File: config.mk
export PLATFORM = sky130hd
export DESIGN_NAME = sense_barrier
export DESIGN_NICKNAME = d
export VERILOG_FILES = /design/src/rtl/barrier_pkg.sv /design/src/rtl/barrier_ctrl.sv /design/src/rtl/barrier_datapath.sv /design/src/rtl/sense_barrier.sv
export SDC_FILE = /design/constraint.sdc
export NUM_CORES = 1
export LEC_CHECK = 0
export ABC_AREA = 1
export BUFFER_PORTS_ARGS = -buffer_cell sky130_fd_sc_hd__buf_2
export CAP_MARGIN = 20
export CELL_PAD_IN_SITES_DETAIL_PLACEMENT = 1
export CELL_PAD_IN_SITES_GLOBAL_PLACEMENT = 2
export CORE_ASPECT_RATIO = 0.8
export CORE_MARGIN = 4
export CORE_UTILIZATION = 34
export CTS_CLUSTER_SIZE = 25
export DETAILED_ROUTE_END_ITERATION = 12
export PLACE_DENSITY = 0.77
export SLEW_MARGIN = 15
export SYNTH_ARGS = -nofsm -noshare
export SYNTH_HDL_FRONTEND = slang
export SYNTH_HIERARCHICAL = 1
export SYNTH_SLANG_ARGS = --single-unit
File: constraint.sdc
create_clock -name clk -period 8.2 [get_ports clk]
set_input_delay 1.23 -clock clk [delete_from_list [all_inputs] [get_ports clk]]
set_output_delay 1.23 -clock clk [all_outputs]
set_load 0.05 [all_outputs]
File: src/rtl/barrier_pkg.sv
package barrier_pkg;

  // Strobes handed from the control to the datapath each cycle.
  typedef struct packed {
    logic countEn;   // at least one accepted arrival this cycle
    logic countWrap; // accepted arrivals complete the group
    logic flagFlip;  // shared release flag must invert
  } barCtrl_t;

  function automatic int unsigned cntWidth(input int unsigned parts);
    return $clog2(parts + 1);
  endfunction

endpackage

File: src/rtl/barrier_ctrl.sv
module barrier_ctrl
  import barrier_pkg::*;
#(
  parameter int unsigned NUM_PARTS = 4,
  localparam int unsigned CNT_W = cntWidth(NUM_PARTS)
) (
  input  logic                 clk,
  input  logic                 rstN,
  input  logic [NUM_PARTS-1:0] arrive,
  input  logic [NUM_PARTS-1:0] localSense,
  input  logic                 relFlag,
  input  logic [CNT_W-1:0]     arrivedCnt,
  output logic [NUM_PARTS-1:0] acceptVec,
  output logic [CNT_W-1:0]     addAmt,
  output barCtrl_t             ctrl,
  output logic [NUM_PARTS-1:0] protoErr
);

  localparam logic [CNT_W:0] TOTAL = (CNT_W + 1)'(NUM_PARTS);

  logic [NUM_PARTS-1:0] waitingVec;
  logic [NUM_PARTS-1:0] errNext;
  logic [CNT_W:0]       sumNext;

  // A participant waits while its sense differs from the shared flag.
  genvar gi;
  generate
    for (gi = 0; gi < NUM_PARTS; gi++) begin : g_part
      assign waitingVec[gi] = localSense[gi] ^ relFlag;
      assign acceptVec[gi]  = arrive[gi] & ~waitingVec[gi];
      assign errNext[gi]    = arrive[gi] & waitingVec[gi];
    end
  endgenerate

  // Count every accepted arrival of this cycle at once.
  always_comb begin
    addAmt = '0;
    for (int i = 0; i < NUM_PARTS; i++) begin
      addAmt = addAmt + CNT_W'(acceptVec[i]);
    end
  end

  assign sumNext = {1'b0, arrivedCnt} + {1'b0, addAmt};

  always_comb begin
    ctrl.countEn   = |acceptVec;
    ctrl.countWrap = ctrl.countEn && (sumNext == TOTAL);
    ctrl.flagFlip  = ctrl.countWrap;
  end

  always_ff @(posedge clk or negedge rstN) begin
    if (!rstN) begin
      protoErr <= '0;
    end else begin
      protoErr <= errNext;
    end
  end

endmodule

File: src/rtl/barrier_datapath.sv
module barrier_datapath
  import barrier_pkg::*;
#(
  parameter int unsigned NUM_PARTS = 4,
  localparam int unsigned CNT_W = cntWidth(NUM_PARTS)
) (
  input  logic                 clk,
  input  logic                 rstN,
  input  barCtrl_t             ctrl,
  input  logic [NUM_PARTS-1:0] acceptVec,
  input  logic [CNT_W-1:0]     addAmt,
  output logic [CNT_W-1:0]     arrivedCnt,
  output logic                 relFlag,
  output logic [NUM_PARTS-1:0] localSense,
  output logic [NUM_PARTS-1:0] partGo
);

  // Shared arrival counter, cleared when the group completes.
  always_ff @(posedge clk or negedge rstN) begin
    if (!rstN) begin
      arrivedCnt <= '0;
    end else if (ctrl.countWrap) begin
      arrivedCnt <= '0;
    end else if (ctrl.countEn) begin
      arrivedCnt <= arrivedCnt + addAmt;
    end
  end

  // Shared release flag: takes the new sense of the completing arrivals.
  always_ff @(posedge clk or negedge rstN) begin
    if (!rstN) begin
      relFlag <= 1'b0;
    end else if (ctrl.flagFlip) begin
      relFlag <= ~relFlag;
    end
  end

  genvar gi;
  generate
    for (gi = 0; gi < NUM_PARTS; gi++) begin : g_sense
      always_ff @(posedge clk or negedge rstN) begin
        if (!rstN) begin
          localSense[gi] <= 1'b0;
        end else if (acceptVec[gi]) begin
          localSense[gi] <= ~localSense[gi];
        end
      end
      assign partGo[gi] = ~(localSense[gi] ^ relFlag);
    end
  endgenerate

endmodule

File: src/rtl/sense_barrier.sv
module sense_barrier
  import barrier_pkg::*;
#(
  parameter int unsigned NUM_PARTS = 4
) (
  input  logic                 clk,
  input  logic                 rstN,
  input  logic [NUM_PARTS-1:0] arrive,
  output logic [NUM_PARTS-1:0] partGo,
  output logic [NUM_PARTS-1:0] protoErr
);

  localparam int unsigned CNT_W = cntWidth(NUM_PARTS);

  barCtrl_t             ctrl;
  logic [NUM_PARTS-1:0] acceptVec;
  logic [NUM_PARTS-1:0] localSense;
  logic [CNT_W-1:0]     addAmt;
  logic [CNT_W-1:0]     arrivedCnt;
  logic                 relFlag;

  barrier_ctrl #(.NUM_PARTS(NUM_PARTS)) ctrl_i (
    .clk        (clk),
    .rstN       (rstN),
    .arrive     (arrive),
    .localSense (localSense),
    .relFlag    (relFlag),
    .arrivedCnt (arrivedCnt),
    .acceptVec  (acceptVec),
    .addAmt     (addAmt),
    .ctrl       (ctrl),
    .protoErr   (protoErr)
  );

  barrier_datapath #(.NUM_PARTS(NUM_PARTS)) dp_i (
    .clk        (clk),
    .rstN       (rstN),
    .ctrl       (ctrl),
    .acceptVec  (acceptVec),
    .addAmt     (addAmt),
    .arrivedCnt (arrivedCnt),
    .relFlag    (relFlag),
    .localSense (localSense),
    .partGo     (partGo)
  );

endmodule

# After elaboration in Yosys (flattened, before gate mapping)
# Index checks and enable logic that the tools add are counted.
dict set report totals {
  input_bits 6
  wordCells 39
  register_bits 12
}
dict set report classes {
  eq_ne 1
  muxes 2
  n_reduce_logical 3
  n_bitwise 21
  n_addsub 5
}
# operator n
set op_table {}
lappend op_table {{inverter 1 bit} 9}
lappend op_table {{AND 1 bit} 8}
lappend op_table {{adder 3 x 1 -> 3 bit} 2}
lappend op_table {{2-to-1 mux 3 bit} 2}
lappend op_table {{adder 3 x 3 -> 4 bit} 1}
lappend op_table {{== test 4 x 3 -> 1 bit, second input constant} 1}
lappend op_table {{OR reduction 4 bit} 1}
lappend op_table {{XOR 1 bit} 4}
lappend op_table {{adder 3 bit} 1}
lappend op_table {{adder 1 x 1 -> 2 bit} 1}
lappend op_table {{nonzero test 2 bit} 1}
lappend op_table {{logical AND 1 bit} 1}

# Logic depth before layout (Yosys ltp)
# Gate-level depths: netlist of the first run.
dict set report logic_depth {
  depth_word 10
  mapped_depth 20
  ltp_nobuf 19
}

# Modules after synthesis
# The synthesis of the first run kept the hierarchy.
# module area_per_inst_um2 n_inst cells_per_inst
set modules_own_cells {}
lappend modules_own_cells {barrier_datapath 419.2 1 44}
lappend modules_own_cells {barrier_ctrl 400.4 1 50}

# Worst setup path before layout of the first run
# No wires, ideal clock.
dict set report synth_path {
  path_type {input-to-reg}
  start {input arrive[0]}
  end {register dp_i.arrivedCnt[2]}
  arrival_time_ns 3.536
  cell_stages 17
  slack_ns 4.547
  n_path_buf 1
  cell_sequence {nand2_1 fa_1 inv_1 ha_1 ha_1 fa_1 nor2_1 nand3b_1 nor2_1 nand2_1 inv_1 buf_4 inv_1 nand2_1 inv_1 nand2_1 nand2_1}
}
# element line_no
set synth_rtl {}
lappend synth_rtl {{start: declaration} sense_barrier.sv:8} ;# input logic [NUM_PARTS-1:0] arrive,
lappend synth_rtl {{end signal: assignment} barrier_datapath.sv:25} ;# arrivedCnt <= arrivedCnt + addAmt;
lappend synth_rtl {{end: declaration} barrier_datapath.sv:12} ;# output logic [CNT_W-1:0] arrivedCnt,

==> flow_summary.yaml, run 1 <==
detailed_routing:
  vias_per_cell: 4.41
  antenna_left: 0
  first_iter_violations: 8
  drcViolationCount: 0
  drtPass1Iterations: 2
  vias: 591
  routed_wirelength_mm: 1.54
  avgRoutedWirePerCell_um: 11.5
clock_network:
  cts_inserted_buffers: 3
  clk_path_buf_depth: 2
  ctsHoldBuffers: 0
  htreeDepth: 1
  path_clk_slew_ns: 0.08
  clk_latency_ns: 0.27
  cts_resized: 0
  post_cts_buffers: 0
  clockRootBuffer: "clkbuf_4"
  cts_tree: "yes"
  cts.sinks: 12
worst_setup_path:
  cp-startpoint: "arrive[0]"
  crit_buf_inv: 5
  crit_family: "adder cells"
  cp_cell_sequence: "buf_2, nand2_1, fa_1, inv_1, ha_1, ha_1, fa_1, nor2_1, nand3b_1, nor2_1, nand2_1, inv_1, inv_1, nand2_1, inv_1, nand2_1, nand2_1"
  worstSetupStartpointType: "primary input"
  slowest_stage: "fa_1"
  crit_path_end_kind: "flip-flop"
  critPathMostFrequentCell: "nand2_1"
  worstPathArrival_ns: 3.85
  path_max_fanout: 3
  critPathRequiredTime_ns: 8.37
  r2r-start: "dp_i/relFlag$_DFFE_PN0P_"
  path_class: "primary input to flip-flop"
  worst_path_largest_cell_delay_ns: 0.55
yosys:
  ys_ff_latch: 12
  synth_commonest_cells: "inv_1 (23), nand2_1 (17), dfrtp_1 (12)"
  synth_most_common_cell: "inv_1"
  synth-seq-area-share_pct: 36.6
  synth_flop_cell: "dfrtp_1"
  syn_area_um2: 820
  yosysTopAreaCellShare_pct: 36.6
  syn-num-nets: 110
  synth-simple-area-share_pct: 17.6
  synth-edff-count: 0
  synthAdderAreaFrac_pct: 18.0
  muxShareOfSynthArea_pct: 0
  synthCells: 94
  synth_xor_xnor_area_share_pct: 11.8
  synth_top_area_cell: "dfrtp_1"
  synth_area_per_cell_um2: 8.72
  ys_warn_count: 6
  synth_top_family_by_area: "adder cells"
  synth_area_leaders: "dfrtp_1 (37%), ha_1 (11%), inv_1 (11%)"
  async_flop_share_pct: 100
  ys_types: 18
  synth_compound_area_share_pct: 3.21
layout:
  syn_to_final_growth_pct: 14.4
  antenna_cells: 0
  final_nets: 126
  drive_gt1_share_pct: 21.1
  post-route-util_pct: 42.0
  final_cells: 134
run_status:
  status: "finished clean"
placement:
  post-dp-hpwl_mm: 1.29
  place_congestion: 0.660
  dp_cells: 130
  io_buffer_count: 13
  place_ws_ns: 4.23
floorplanning:
  core-area_mm2: 0.00223
  io-pin-count: 14
  rows: 15
  start_util_pct: 36.7
  dieArea_mm2: 0.00326
  die_x_um: 62.9
  fp.dieH_um: 51.9
timing:
  period_minus_slack_ns: 3.68
  setup_tns_ns: 0
  rsz0062_at_grt: "false"
  setup_ws_ns: 4.52
  relSlewSlack_pct: 69.3
  min_period_over_period_pct: 44.9
  timing.fmax_mhz: 271
  setup-violations-final: 0
  hold_violations: 0
  slew_violations: 0
  skew_ns: 0.00236
  tightest_slew_ns: 0.461
worst_hold_path:
  min_from: "dp_i/localSense[0]$_DFFE_PN0P_"
  hp-class: "flip-flop to flip-flop"
grt:
  grtUsageTotal_pct: 11.7
  grt_pass1_vias: 648
  grt_max_degree: 13
  grt_pass1_wl_mm: 2.89
  antenna_found_initial: 0
  gr-total-overflow: 0
flow_run:
  maxCapViolCount: 0
==> flip-flops by register name, indices dropped and copies added, names as in the netlist <==
| signal | count |
|---|---|
| ctrl_i/protoErr | 4 |
| dp_i/arrivedCnt | 3 |
| dp_i/localSense | 4 |
| dp_i/relFlag | 1 |
==> layout make-up <==
type | count | area [um2]
Clock buffer | 4 | 36.3
Fill cell | 282 | 1300
Inverter | 24 | 90.1
Multi-Input combinational cell | 56 | 414
Sequential cell | 12 | 300
Tap cell | 25 | 31.3
Timing Repair Buffer | 13 | 65.1
==> placed cells by master, fill, tap and decap left out, drive strengths merged <==
cell type and instances:
nand3 5, nor2 6, buf 13, ha 7, dfrtp 12, o22ai 1
nand2 19, a21boi 2, a21oi 1, nand3b 1, fa 3, inv 24
clkbuf 4, xor2 5, xnor2 6
==> worst reg2reg max path: cells and delay by family, from the launching register on <==
family / cells / cell delay, ns
fa+ha+maj: 4 / 1.53
simple gates: 8 / 0.79
flops: 1 / 0.63
buf+inv: 4 / 0.26
xor+xnor: 1 / 0.19
==> final timing paths <==
kind	slack, ns	cells past startpoint	to
setup reg to reg	4.69	17	dp_i/arrivedCnt[2]$_DFFE_PN0P_
max in group asynchronous	7.15	1	ctrl_i/protoErr[3]$_DFF_PN0_
setup / recovery	4.52	17	dp_i/arrivedCnt[2]$_DFFE_PN0P_
hold / removal	0.53	1	dp_i/localSense[0]$_DFFE_PN0P_
hold reg to reg	0.53	1	dp_i/localSense[0]$_DFFE_PN0P_
min in group asynchronous	0.83	1	ctrl_i/protoErr[1]$_DFF_PN0_
==> metrics by stage <==
| step | hold WS (ns) | area [um2] |
|---|---|---|
| CTS | 0.539 | 937 |
| detailed placement | 0.524 | 901 |
| finish | 0.534 | 937 |
| global placement | 0.512 | 901 |
| floorplan | 0.472 | 820 |
| global route | 0.553 | 937 |
==> kinds of logic after synthesis <==
logic type,after synthesis
AOI/OAI and AO/OA,4
xor gates and xnor gates,11
adders and majority gates,10
buffers and inverters,26
DFF,12
and+or+nand+nor,31
==> routing by layer <==
layer | GRT usage (%) | vias up | wire (um)
li1 | - | 305 | -
met1 | 14.6 | 273 | 797
met2 | 19.1 | 11 | 664
met3 | 4.32 | 2 | 69
met4 | 3.30 | 0 | 13
met5 | 0 | - | 0
Power of run 1 is not shown: default switching activity piles up to over one toggle a cycle in this logic, so the estimate is an artifact.
==> run 2, diff against run 1 <==
CORE_UTILIZATION = 32   (was 34)
PLACE_DENSITY = 0.73   (was 0.77)
clock period = 3.81 ns   (was 8.2 ns; I/O delays follow)
==> run 2 against run 1 <==
Net effect: cell count increased by 7.5%; critical path depth unchanged; non-clock buffer count unchanged; global-route usage decreased by 1.2 points; wire length decreased by 0.71%; first-iteration DRC count decreased by 13%; sequential share of layout area unchanged; via count increased by 0.17%; die area increased by 5.4%; clock-buffer cell count decreased by 1; largest cell class unchanged.
==> flow_summary.yaml, run 2 (synthesis results as in run 1) <==
run_status:
  status: "finished clean"
placement:
  place_area_um2: 915
  io_buffer_count: 13
  post-dp-hpwl_mm: 1.34
  place_ws_ns: 0.321
  place_congestion: 0.685
floorplanning:
  dieArea_mm2: 0.00344
  io-pin-count: 14
  core-area_mm2: 0.00244
  start_util_pct: 33.6
  rows: 16
  fp.dieH_um: 53.3
  die_x_um: 64.6
worst_setup_path:
  r2r.worst_path.cells: 17
  cp_cell_sequence: "xnor2_1, nand2_1, fa_1, inv_1, ha_1, ha_1, fa_1, nor2_1, nand3b_1, nor2_1, nand2_1, inv_1, inv_1, nand2_1, inv_1, nand2_1, nand2_1"
  path_max_fanout: 10
  crit_path_end_kind: "flip-flop"
  critPathMostFrequentCell: "nand2_1"
  path_class: "flip-flop to flip-flop"
  worstPathArrival_ns: 3.58
  critPathRequiredTime_ns: 3.96
  worst_path_largest_cell_delay_ns: 0.63
  worstSetupStartpointType: "flip-flop"
  slowest_stage: "dfrtp_1"
clock_network:
  cts_inserted_buffers: 3
  cts.sinks: 12
  clk_latency_ns: 0.27
  path_clk_slew_ns: 0.08
  clockRootBuffer: "clkbuf_4"
  cts_resized: 0
  htreeDepth: 1
  clk_path_buf_depth: 2
  cts_tree: "yes"
  post_cts_buffers: 0
  ctsHoldBuffers: 0
timing:
  setup-violations-final: 0
  relSlewSlack_pct: 68.9
  setup_tns_ns: 0
  setup_ws_ns: 0.385
  hold_violations: 0
  slew_violations: 0
  min_period_over_period_pct: 89.9
  skew_ns: 0.0137
  period_minus_slack_ns: 3.43
  rsz0062_at_grt: "false"
  timing.fmax_mhz: 292
  tightest_slew_ns: 0.467
detailed_routing:
  routed_wirelength_mm: 1.53
  drcViolationCount: 0
  vias: 592
  first_iter_violations: 7
  antenna_left: 0
  drtPass1Iterations: 4
  avgRoutedWirePerCell_um: 10.6
  vias_per_cell: 4.11
grt:
  grtUsageTotal_pct: 10.5
  grt.busiest_layer: "met2"
  gr-total-overflow: 0
  antenna_found_initial: 0
  grt_max_degree: 13
  grt_pass1_wl_mm: 2.66
  grt_pass1_vias: 615
  grt_util_met2_pct: 18.8
  grt_util_met3_pct: 4.25
  gr-usage-met1_pct: 11.9
layout:
  largest_registers: "ctrl_i/protoErr: 4 flops, dp_i/localSense: 4 flops, dp_i/arrivedCnt: 3 flops"
  final_nets: 126
  syn_to_final_growth_pct: 14.4
  seq_area_um2: 300
  multi_input_area_um2: 414
  drive_gt1_share_pct: 20.4
  post-route-util_pct: 38.4
  antenna_cells: 0
  layout_common_cells: "inv_1 (23), nand2_1 (17), buf_2 (13)"
  fill_cells: 314
  layout_commonest_cell: "inv_1"
  final_area_um2: 937
worst_hold_path:
  hp-class: "primary input to async pin"
flow_run:
  maxCapViolCount: 0
[run 2: cell types whose count changed in the layout (fill, tap and decap cells not counted)]
cell / delta
clkbuf_8: -1
[run 2: final cells by class]
| type | count | share of cell area, % |
|---|---|---|
| well taps | 36 | 4.81 |
| flip-flops and latches | 12 | 32.0 |
| clock buffers | 3 | 2.40 |
| inverters | 24 | 9.61 |
| multi-input cells | 56 | 44.2 |
| repair buffers | 13 | 6.94 |
[run 2: final timing paths]
| kind | from | endpoint | slack (ns) |
|---|---|---|---|
| min reg2reg | dp_i/arrivedCnt[0]$_DFFE_PN0P_ | dp_i/arrivedCnt[0]$_DFFE_PN0P_ | 0.52 |
| min | rstN | dp_i/localSense[3]$_DFFE_PN0P_ | 0.16 |
| max in group asynchronous | rstN | dp_i/arrivedCnt[0]$_DFFE_PN0P_ | 3.41 |
| max reg2reg | dp_i/relFlag$_DFFE_PN0P_ | dp_i/arrivedCnt[2]$_DFFE_PN0P_ | 0.38 |
| max | dp_i/relFlag$_DFFE_PN0P_ | dp_i/arrivedCnt[2]$_DFFE_PN0P_ | 0.38 |
| min in group clk | dp_i/arrivedCnt[0]$_DFFE_PN0P_ | dp_i/arrivedCnt[0]$_DFFE_PN0P_ | 0.52 |
[run 2: layer usage]
metal	part of all wire, %	vias to the layer above	wire [um]
met5	0	-	0
met4	0	0	0
met3	4.1	0	63
met2	50	10	769
met1	46	277	700
li1	-	305	-
[run 2: critical path, delay by kind of cell (launching register included)]
family                   cells  cell delay [ns]
flip-flops                   1             0.63
buffers and inverters        4             0.25
XOR/XNOR                     1             0.20
adder cells (fa/ha/maj)      4             1.52
AND/OR/NAND/NOR              8             0.71
[run 2: metrics by stage]
step / cells / hold WS, ns
6_report: 144 / 0.164
5_1_grt: 144 / 0.177
4_1_cts: 144 / 0.171
3_5_place_dp: 141 / 0.470
3_3_place_gp: 141 / 0.471
2_1_floorplan: 94 / 0.276
Power of run 2 is left out for the same reason.
==> run 3, diff against run 2 <==
ABC_AREA = 0   (was 1)
CORE_UTILIZATION = 37   (was 32)
PLACE_DENSITY = 0.78   (was 0.73)
SKIP_CTS_REPAIR_TIMING = 1   (was not set)
clock period = 4.2 ns   (was 3.81 ns; I/O delays follow)
==> run 3 against run 2 <==
Net effect: synthesized area rose by 0.15%; critical path depth decreased by 4; design area fell by 0.13%; die area decreased by 12%; synthesized cell count fell by 20%; worst hold slack better by 0.059 ns; fmax shrank 5.8%; flip-flop and latch count unchanged; clock-buffer cell count up 1; critical path type unchanged; global-route usage grew 2.1 points; non-clock buffer count is 1 higher; sequential share of layout area hardly changed.
==> flow_summary.yaml, run 3 <==
run_status:
  status: "finished clean"
layout:
  antenna_cells: 0
  layout_common_cells: "buf_2 (13), dfrtp_1 (12), inv_1 (10)"
  layout_commonest_cell: "buf_2"
  fill_cells: 236
  final_nets: 107
  syn_to_final_growth_pct: 14.0
  final_cells: 114
  largest_registers: "ctrl_i/protoErr: 4 flops, dp_i/localSense: 4 flops, dp_i/arrivedCnt: 3 flops"
  final_area_um2: 936
  drive_gt1_share_pct: 23.3
placement:
  io_buffer_count: 13
  place_congestion: 0.696
  place_area_um2: 900
  dp_cells: 110
  place_ws_ns: 0.562
  post-dp-hpwl_mm: 1.28
yosys:
  synth_flop_cell: "dfrtp_1"
  synth_commonest_cells: "dfrtp_1 (12), inv_1 (10), xnor2_1 (8)"
  syn-num-nets: 91
  synth_top_area_cell: "dfrtp_1"
  ys_ff_latch: 12
  synthCells: 75
  synth_most_common_cell: "dfrtp_1"
  synth-seq-area-share_pct: 36.6
  ys_types: 25
  async_flop_share_pct: 100
  ys_warn_count: 6
  synth_area_per_cell_um2: 10.9
  synth-edff-count: 0
  synth_area_leaders: "dfrtp_1 (37%), ha_1 (11%), xnor2_1 (8.5%)"
  syn_area_um2: 821
  yosysTopAreaCellShare_pct: 36.6
timing:
  setup-violations-final: 0
  relSlewSlack_pct: 76.1
  setup_ws_ns: 0.563
  slew_violations: 0
  rsz0062_at_grt: "false"
  timing.fmax_mhz: 275
  skew_ns: 0.00277
  tightest_slew_ns: 0.350
  hold_violations: 0
  period_minus_slack_ns: 3.64
  setup_tns_ns: 0
  min_period_over_period_pct: 86.6
clock_network:
  htreeDepth: 1
  cts_tree: "yes"
  path_clk_slew_ns: 0.08
  clk_path_buf_depth: 2
  cts_inserted_buffers: 3
  clockRootBuffer: "clkbuf_4"
  cts.sinks: 12
  clk_latency_ns: 0.27
worst_setup_path:
  worstPathArrival_ns: 3.81
  path_max_fanout: 6
  path_class: "flip-flop to flip-flop"
  slowest_stage: "dfrtp_1"
  cp_cell_sequence: "xnor2_1, and2_1, inv_1, fa_1, inv_1, ha_1, ha_1, fa_1, a2111oi_0, o211a_1, nand2b_1, a21oi_1, a31o_1"
  worst_path_largest_cell_delay_ns: 0.49
  critPathRequiredTime_ns: 4.37
  crit_path_end_kind: "flip-flop"
  worstSetupStartpointType: "flip-flop"
floorplanning:
  dieArea_mm2: 0.00304
  rows: 14
  io-pin-count: 14
  start_util_pct: 41.1
  core-area_mm2: 0.00200
  die_x_um: 60.7
  fp.dieH_um: 50.1
detailed_routing:
  first_iter_violations: 4
  drtPass1Iterations: 2
  routed_wirelength_mm: 1.53
  vias: 534
  antenna_left: 0
  drcViolationCount: 0
  avgRoutedWirePerCell_um: 13.4
  vias_per_cell: 4.68
grt:
  antenna_found_initial: 0
  grt_max_degree: 13
  grtUsageTotal_pct: 12.6
  grt_pass1_wl_mm: 2.78
  grt_pass1_vias: 607
  gr-total-overflow: 0
worst_hold_path:
  hp-class: "primary input to async pin"
flow_run:
  maxCapViolCount: 0
run 3: cell type report:
| type | instances | area (um2) | area share (%) |
|---|---|---|---|
| Sequential cell | 12 | 300 | 32.1 |
| Multi-Input combinational cell | 50 | 459 | 49.1 |
| Timing Repair Buffer | 14 | 72.6 | 7.75 |
| Clock buffer | 4 | 36.3 | 3.88 |
| Inverter | 10 | 37.5 | 4.01 |
| Tap cell | 24 | 30.0 | 3.21 |
run 3: final timing paths:
path / slack [ns] / cells past startpoint / from / to
hold / removal: 0.22 / 1 / rstN / dp_i/arrivedCnt[1]$_DFFE_PN0P_
setup / recovery: 0.56 / 13 / dp_i/relFlag$_DFFE_PN0P_ / dp_i/arrivedCnt[2]$_DFFE_PN0P_
max in group asynchronous: 3.76 / 1 / rstN / dp_i/arrivedCnt[0]$_DFFE_PN0P_
setup reg to reg: 0.56 / 13 / dp_i/relFlag$_DFFE_PN0P_ / dp_i/arrivedCnt[2]$_DFFE_PN0P_
min in group clk: 0.53 / 1 / dp_i/localSense[0]$_DFFE_PN0P_ / dp_i/localSense[0]$_DFFE_PN0P_
hold reg to reg: 0.53 / 1 / dp_i/localSense[0]$_DFFE_PN0P_ / dp_i/localSense[0]$_DFFE_PN0P_
run 3: cells by family (layout without fill, tap and decap cells):
family | count (synthesis) | after routing | share of synthesized area (%)
AO/OA/AOI/OAI | 6 | 6 | 7.77
XOR/XNOR | 14 | 14 | 14.9
flip-flops | 12 | 12 | 36.6
multiplexers | 2 | 2 | 2.59
buffers and inverters | 13 | 28 | 7.47
AND/OR/NAND/NOR | 18 | 18 | 12.7
adder cells (fa/ha/maj) | 10 | 10 | 18.0
run 3: worst max-delay path, delay by kind of cell, from the launching register on:
family	cells	cell delay, ns
AO/OA/AOI/OAI	4	0.90
XOR/XNOR	1	0.29
adder cells (fa/ha/maj)	4	1.40
buffers and inverters	2	0.12
flip-flops	1	0.49
AND/OR/NAND/NOR	2	0.33
run 3: per-layer routing:
layer,track usage [%],wire [um],up-vias
met5,0,0,-
met4,2.17,0,0
met3,4.70,80,0
met2,19.4,721,11
met1,17.0,728,259
li1,-,-,264
run 3: through the flow:
step | utilization (%) | hold WS, ns
after global routing | 46.9 | 0.235
after detailed placement | 45.1 | 0.525
final | 46.9 | 0.223
after floorplan | - | 0.334
after global placement | 45.1 | 0.513
after CTS | 46.9 | 0.229
Power of run 3 is left out for the same reason.
